File: src/rtl/updown_carry_counter_pkg.sv
package updown_carry_counter_pkg;
  typedef enum logic [2:0] {
    MODE_HOLD  = 3'd0,
    MODE_CLEAR = 3'd1,
    MODE_LOAD  = 3'd2,
    MODE_UP    = 3'd3,
    MODE_DOWN  = 3'd4
  } cnt_mode_e;
endpackage

File: src/rtl/ucc_mode_dec.sv
module ucc_mode_dec
  import updown_carry_counter_pkg::*;
(
  input  logic      srst_ni,
  input  logic      load_ni,
  input  logic      cnt_par_ni,
  input  logic      cnt_trk_ni,
  input  logic      up_i,
  output cnt_mode_e mode_o
);
  // fixed precedence: clear > load > count > hold
  always_comb begin
    if (!srst_ni)                        mode_o = MODE_CLEAR;
    else if (!load_ni)                   mode_o = MODE_LOAD;
    else if (!cnt_par_ni && !cnt_trk_ni) mode_o = up_i ? MODE_UP : MODE_DOWN;
    else                                 mode_o = MODE_HOLD;
  end
endmodule

File: src/rtl/ucc_state_reg.sv
module ucc_state_reg
  import updown_carry_counter_pkg::*;
#(
  parameter int WIDTH = 4
) (
  input  logic             clk_i,
  input  logic             rst_ni,
  input  cnt_mode_e        mode_i,
  input  logic [WIDTH-1:0] data_i,
  output logic [WIDTH-1:0] q_o
);
  localparam logic [WIDTH-1:0] ONE = {{(WIDTH-1){1'b0}}, 1'b1};

  logic [WIDTH-1:0] q_q, q_d;

  always_comb begin
    unique case (mode_i)
      MODE_CLEAR: q_d = '0;
      MODE_LOAD:  q_d = data_i;
      MODE_UP:    q_d = q_q + ONE;
      MODE_DOWN:  q_d = q_q - ONE;
      default:    q_d = q_q;
    endcase
  end

  always_ff @(posedge clk_i or negedge rst_ni) begin
    if (!rst_ni) q_q <= '0;
    else         q_q <= q_d;
  end

  assign q_o = q_q;
endmodule

File: src/rtl/ucc_tc_dec.sv
module ucc_tc_dec #(
  parameter int WIDTH = 4
) (
  input  logic [WIDTH-1:0] q_i,
  input  logic             up_i,
  input  logic             cnt_trk_ni,
  output logic             tc_no
);
  logic at_max, at_min;

  assign at_max = &q_i;
  assign at_min = ~|q_i;
  assign tc_no  = ~(~cnt_trk_ni & (up_i ? at_max : at_min));
endmodule

File: src/rtl/ucc_carry_gate.sv
module ucc_carry_gate (
  input  logic clk_i,
  input  logic rst_ni,
  input  logic cnt_par_ni,
  input  logic cnt_trk_ni,
  input  logic tc_ni,
  output logic cc_no
);
  logic arm_q;

  // armed on the falling edge so decode glitches never reach cc_no
  always_ff @(negedge clk_i or negedge rst_ni) begin
    if (!rst_ni) arm_q <= 1'b0;
    else         arm_q <= ~cnt_par_ni & ~cnt_trk_ni & ~tc_ni;
  end

  assign cc_no = ~(arm_q & ~clk_i);
endmodule

File: src/rtl/updown_carry_counter.sv
module updown_carry_counter
  import updown_carry_counter_pkg::*;
#(
  parameter int WIDTH = 4
) (
  input  logic             clk_i,
  input  logic             rst_ni,
  input  logic             srst_ni,
  input  logic             load_ni,
  input  logic             cnt_par_ni,
  input  logic             cnt_trk_ni,
  input  logic             up_i,
  input  logic             hiz_i,
  input  logic [WIDTH-1:0] data_i,
  output logic [WIDTH-1:0] q_o,
  output logic             q_en_o,
  output logic             tc_no,
  output logic             cc_no
);
  cnt_mode_e        mode;
  logic [WIDTH-1:0] q;
  logic             tc_n;

  ucc_mode_dec u_mode_dec (
    .srst_ni    (srst_ni),
    .load_ni    (load_ni),
    .cnt_par_ni (cnt_par_ni),
    .cnt_trk_ni (cnt_trk_ni),
    .up_i       (up_i),
    .mode_o     (mode)
  );

  ucc_state_reg #(.WIDTH(WIDTH)) u_state_reg (
    .clk_i  (clk_i),
    .rst_ni (rst_ni),
    .mode_i (mode),
    .data_i (data_i),
    .q_o    (q)
  );

  ucc_tc_dec #(.WIDTH(WIDTH)) u_tc_dec (
    .q_i        (q),
    .up_i       (up_i),
    .cnt_trk_ni (cnt_trk_ni),
    .tc_no      (tc_n)
  );

  ucc_carry_gate u_carry_gate (
    .clk_i      (clk_i),
    .rst_ni     (rst_ni),
    .cnt_par_ni (cnt_par_ni),
    .cnt_trk_ni (cnt_trk_ni),
    .tc_ni      (tc_n),
    .cc_no      (cc_no)
  );

  assign q_o    = q;
  assign q_en_o = ~hiz_i;
  assign tc_no  = tc_n;
endmodule

File: config.mk
export PLATFORM = sky130hd
export DESIGN_NAME = updown_carry_counter
export DESIGN_NICKNAME = d
export VERILOG_FILES = /design/src/rtl/updown_carry_counter_pkg.sv /design/src/rtl/ucc_mode_dec.sv /design/src/rtl/ucc_state_reg.sv /design/src/rtl/ucc_tc_dec.sv /design/src/rtl/ucc_carry_gate.sv /design/src/rtl/updown_carry_counter.sv
export SDC_FILE = /design/constraint.sdc
export NUM_CORES = 1
export LEC_CHECK = 0
export ABC_CLOCK_PERIOD_IN_PS = 3700
export CORE_AREA = 2 2 39 41
export DETAILED_ROUTE_END_ITERATION = 10
export DIE_AREA = 0 0 41 43
export GPL_TIMING_DRIVEN = 0
export PLACE_DENSITY_LB_ADDON = 0.25
export SYNTH_ARGS = -nofsm -noshare
export SYNTH_HDL_FRONTEND = slang
export SYNTH_SLANG_ARGS = --single-unit
File: constraint.sdc
create_clock -name clk_i -period 3.7 [get_ports clk_i]
set_input_delay 0.555 -clock clk_i [delete_from_list [all_inputs] [get_ports clk_i]]
set_output_delay 0.555 -clock clk_i [all_outputs]
set_load 0.02 [all_outputs]
**Word level (Yosys, flattened, before mapping)**

Cells that the tools add are included.

- Bits in registers: 5
- Bits of input ports: 12
- Output and inout port bits: 7

- Add/sub/neg operators: 2
- Eq/ne operators: 4
- Multiplexer cells: 6
- Bitwise logic cells: 10
- Reductions and logical operators: 7

Operator list:

| operator | number |
|---|---|
| $pmux 4 s4 | 1 |
| $mux 3 | 4 |
| $eq 3x2->1 const B | 2 |
| $not 1->1 | 6 |
| $add 4x1->4 const B | 1 |
| $and 1x1->1 | 4 |
| $reduce_and 4->1 | 1 |
| $reduce_bool 4->1 | 1 |
| $reduce_or 4->1 | 1 |
| $sub 4x1->4 const B | 1 |
| $eq 3x1->1 const B | 1 |
| $eq 3x3->1 const B | 1 |
| $logic_not 1->1 | 3 |
| $logic_and 1x1->1 | 1 |
| $mux 1 | 1 |

**Depth between registers and ports, before layout**

Gate-level depths: netlist (run 1).

- Depth in word-level cells: 7
- Depth in mapped cells: 7
- Mapped depth without buffers: 7

**Modules after synthesis**

A second synthesis (run 1) with hierarchy kept.

- Cells, all modules: 64
- Area total of the unflattened synthesis: 551.8 µm²

Modules (own cells, without submodules):

| module | instances | cells each | area an instance (µm²) |
|---|---|---|---|
| ucc_state_reg | 1 | 48 | 422.9 |
| ucc_mode_dec | 1 | 7 | 45.0 |
| ucc_carry_gate | 1 | 3 | 41.3 |
| ucc_tc_dec | 1 | 5 | 38.8 |
| updown_carry_counter | 1 | 1 | 3.8 |

==> impl_metrics.tcl, run 1 <==
set metrics [dict create \
    cts_tree "built" \
    syn_nets 55 \
    wirelength_um 923 \
    grt_use_met1_pct 16.78 \
    worst_path_largest_cell_delay_ns 0.38 \
    vias 387 \
    place_hpwl_um 741.8 \
    cap_viol_max_count 0 \
    pin_count 19 \
    p_per_area_mw_per_mm2 347.0 \
    postSynth.topFlopCell "dfrtp_1" \
    area_growth_pct 58.10 \
    p_leak_nw 0.2716 \
    core_area_mm2 0.001384 \
    antennaDiodeCount 0 \
    placement.io_buffers 17 \
    grt_busiest_layer "met2" \
    crit_arrival_ns 2.97 \
    ctsResizeCount 1 \
    holdBufCountCts 0 \
    seq_area_um2 125.1 \
    hp-class "primary input to async pin" \
    synth_seq_cells 5 \
    clock_skew_ns 0.02313 \
    grt_usage_pct 15.98 \
    relSlewSlack_pct 75.63 \
    multi_input_area_um2 272.8 \
    avgSynthCellArea_um2 10.23 \
    crit_family "flip-flops" \
    grt_pass1_wl_um 1683 \
    slew_viol_final 0 \
    ys_seq_area_share_pct 30.58 \
    setup-violations-final 0 \
    routabilityCongestion 0.6880 \
    async_reset_ff_share_pct 100.0 \
    insertion_delay_ns 0.37 \
    die_w_um 41 \
    final.fill_count 146 \
    grt_pass1_vias 398 \
    synth_cell_types 26 \
    first_pass_iters 1 \
    ant_nets 0 \
    start_util_pct 29.57 \
    post-route-util_pct 46.75 \
    synthCells 40 \
    criticalPathCategory "register to output port" \
    cp-start-kind "register" \
    crit_path_start "u_carry_gate.arm_q" \
    rsz0062_at_grt "no" \
    worst_path_max_delay_cell "dfrtn_1" \
    clk_pin_slew_ns 0.04 \
    status "finished clean" \
    layout.nets 80 \
    path_cells "nand2b_1 -> dlygate4sd2_1" \
    tns_ns 0 \
    rr_startpoint "u_state_reg.q_o[0]" \
    post_cts_buffers 0 \
    grt_overflow 0 \
    ys_warn_count 0 \
    max-vdd-ir-drop_mv 0.1750 \
    dieArea_mm2 0.001763 \
    via_per_inst 4.838 \
    drt_iter0_drc 0 \
    antenna_found_initial 0 \
    synth_area_um2 409.1 \
    hold_viol_final 0 \
    drc 0 \
    num_rows 14 \
    reg2regPathDepth 3 \
    met2_usage_pct 18.75 \
    cp-end-kind "output port" \
    grt_max_degree 11 \
    synth_edf_count 0 \
    cp_num_cells 2 \
    required_ns 3.14 \
    worst_pin_slew_ns 0.3656 \
    grt_util_met3_pct 10.47 \
    drive_gt1_share_pct 18.75 \
    die_h_um 43 \
    path_buf_inv 1 \
    routedWlPerCell_um 11.54 \
    path_max_fanout 1 \
]
[registers in the layout, indices dropped and copies added (netlist names)]
| register | flops |
|---|---|
| u_state_reg.q_o | 4 |
| u_carry_gate.arm_q | 1 |
[placed cells by master (no fill, tap or decap)]
master           count
inv_1                2
dlygate4sd2_1        1
nor2_2               1
o211a_1              2
dfrtp_1              4
clkbuf_4             6
ha_1                 2
and4_2               1
o21ai_0              2
nand2b_1             3
fa_1                 1
clkbuf_1             2
and2_1               1
clkdlybuf4s50_1     16
or4_1                1
and4_1               1
nor3b_2              1
a21oi_2              1
nor4b_1              1
nand2_1              3
o21ai_1              1
dfrtn_1              1
a21boi_0             1
xnor2_1              2
and3_1               1
nand3_1              2
a2111oi_4            1
o211ai_1             2
nand3_2              1
[final timing paths]
path                                 endpoint  slack [ns]
max                                     cc_no        0.18
min                        u_state_reg.q_o[2]        0.43
max in group asynchronous  u_carry_gate.arm_q        1.34
min reg2reg                u_state_reg.q_o[3]        0.68
max reg2reg                u_carry_gate.arm_q        0.62
min in group clk_i         u_state_reg.q_o[0]        0.67
[where the power goes]
group | leakage (nW) | total [W] | internal, W | switching (W)
sequential | 0.0657 | 0.0000642 | 0.0000586 | 0.00000562
combinational | 0.174 | 0.0000492 | 0.0000271 | 0.0000221
clock | 0.0321 | 0.000111 | 0.0000800 | 0.0000310
[cells in the mapped netlist, drive strengths merged, types with 2 or more instances]
cell type,number,share of area (%)
dfrtp,4,24
nand2,3,2.8
nand2b,3,4.6
nand3,3,4.9
o21ai,3,3.7
and4,2,4.6
ha,2,6.1
inv,2,1.8
o211a,2,4.9
o211ai,2,3.7
xnor2,2,4.3
[cells by family (layout without fill, tap and decap cells)]
kind of cell	after synthesis	after routing	synth area share, %
buffers and inverters	3	27	2.752
xor gates and xnor gates	2	2	4.282
and+or+nand+nor	17	17	28.44
DFF	5	5	30.58
adders and majority gates	3	3	11.01
AOI/OAI and AO/OA	10	10	22.94
[per-layer routing]
| layer | share of wire, % | wire length, um | vias up |
|---|---|---|---|
| li1 | - | - | 196 |
| met1 | 41 | 381 | 180 |
| met2 | 54 | 494 | 9 |
| met3 | 4.2 | 39 | 2 |
| met4 | 0.76 | 7 | 0 |
| met5 | 0 | 0 | - |
[metrics by stage]
stage           power (W)  std cells  area [um2]  hold slack [ns]  setup slack, ns
6_report        0.0002244         80       646.9           0.4270           0.1758
5_1_grt         0.0002485         80       646.9           0.4277           0.1218
4_1_cts         0.0002327         80       646.9           0.4199           0.1534
3_5_place_dp    0.0001205         73       599.3           0.6796          0.03144
3_3_place_gp    0.0001194         73       599.3           0.6785          0.02435
2_1_floorplan  0.00009218         40       409.1           0.2594           0.5433
[worst register-to-register path, delay by kind of cell (launching register included)]
family,cells,cell delay (ns)
DFF,1,0.45
AOI/OAI and AO/OA,1,0.17
and+or+nand+nor,2,0.66
[final cells by class]
cell class	instances	area share [%]
timing repair buffer	16	24.76
clock buffer	8	8.897
multi-input combinational	32	42.17
tap	16	3.095
sequential	5	19.34
inverter	2	1.161
buffer	1	0.5803
Note: power is estimated with default switching activity, not from simulation.
==> run 2, diff against run 1 <==
Settings changed: CORE_AREA 2 2 39 41 to 8 8 45 47, CTS_CLUSTER_SIZE set to 20, DIE_AREA 0 0 41 43 to 0 0 53 55, SKIP_CTS_REPAIR_TIMING set to 1.
==> impl_metrics.tcl, run 2 (synthesis results as in run 1) <==
set metrics [dict create \
    status "finished clean" \
    grt_pass1_wl_um 1718 \
    grt_usage_pct 8.448 \
    pre_cts_ws_ns 0.01678 \
    slew_viol_final 0 \
    clock_skew_ns 0.02410 \
    place_hpwl_um 848.2 \
    post-route-util_pct 47.11 \
    placed_area_um2 599.3 \
    die_w_um 53 \
    crit_arrival_ns 2.86 \
    relSlewSlack_pct 75.79 \
    grt_pass1_vias 451 \
    dieArea_mm2 0.002915 \
    drc 0 \
    grt_max_degree 11 \
    antennaDiodeCount 0 \
    setup_slack_ns 0.2828 \
    vias 391 \
    clk_pin_slew_ns 0.05 \
    first_pass_iters 4 \
    routedWlPerCell_um 12.84 \
    setup-violations-final 0 \
    antenna_found_initial 0 \
    cp-start-kind "register" \
    hold_viol_final 0 \
    start_util_pct 29.57 \
    path_max_fanout 1 \
    p_leak_nw 0.2763 \
    rr_startpoint "u_state_reg.q_o[0]" \
    layout_common_cells "clkdlybuf4s50_1 (16), clkbuf_4 (6), dfrtp_1 (4)" \
    via_per_inst 4.888 \
    crit_path_start "u_carry_gate.arm_q" \
    required_ns 3.14 \
    drt_iter0_drc 3 \
    pin_count 19 \
    area_growth_pct 59.33 \
    layout_commonest_cell "clkdlybuf4s50_1" \
    worst_pin_slew_ns 0.3631 \
    cp-end-kind "output port" \
    largest_reg_flops 4 \
    cts_tree "built" \
    ant_nets 0 \
    fin_cells 80 \
    criticalPathCategory "register to output port" \
    core_area_mm2 0.001384 \
    post-place-cells 73 \
    rsz0062_at_grt "no" \
    drive_gt1_share_pct 20.31 \
    num_rows 14 \
    placement.io_buffers 17 \
    layout.nets 80 \
    wirelength_um 1027 \
    max-vdd-ir-drop_mv 0.2070 \
    fin_area_um2 651.9 \
    grt_overflow 0 \
    die_h_um 55 \
    cap_viol_max_count 0 \
    p_per_area_mw_per_mm2 344.6 \
    insertion_delay_ns 0.37 \
    hp-class "primary input to async pin" \
    routabilityCongestion 0.6876 \
]
-- run 2: layout make-up --
class                      count  area, um2
buffer                         1      3.754
clock buffer                   7      57.56
clock inverter                 1      5.005
fill                         143      732.0
inverter                       2      7.507
multi-input combinational     32      272.8
sequential                     5      125.1
tap                           16      20.02
timing repair buffer          16      160.2
-- run 2: final timing paths --
kind	end	slack, ns	cells past startpoint
hold / removal	u_state_reg.q_o[2]	0.42	1
setup / recovery	cc_no	0.28	2
setup reg to reg	u_carry_gate.arm_q	0.60	3
max in group asynchronous	u_carry_gate.arm_q	1.34	1
min in group clk_i	u_state_reg.q_o[0]	0.66	3
hold reg to reg	u_state_reg.q_o[3]	0.69	2
-- run 2: report_power, final --
part	leakage (nW)	switching (W)	internal [W]	total, W
registers	0.0657	0.00000549	0.0000585	0.0000640
clock network	0.0368	0.0000329	0.0000787	0.000112
logic	0.174	0.0000221	0.0000269	0.0000490
-- run 2: metrics by stage --
step                setup TNS [ns]  hold slack, ns  total power, W
floorplan                        0          0.2594      0.00009218
global placement                 0          0.6790       0.0001198
detailed placement               0          0.6897       0.0001202
CTS                       -0.09234          0.4172       0.0002335
global route                     0          0.4257       0.0002437
finish                           0          0.4235       0.0002246
-- run 2: metal layers --
layer / global-route usage [%] / share of wire (%) / routed length, um / vias to the layer above
li1: - / - / - / 196
met4: 10.34 / 0 / 0 / 0
met3: 2.941 / 7.0 / 72 / 0
met2: 12.89 / 53 / 545 / 9
met5: 0 / 0 / 0 / -
met1: 8.141 / 40 / 409 / 186
-- run 2: worst max-delay path: stages (launching register included) --
cell and delay, ns:
dfrtn_1 0.39, nand2b_1 0.05, dlymetal6s2s_1 0.20
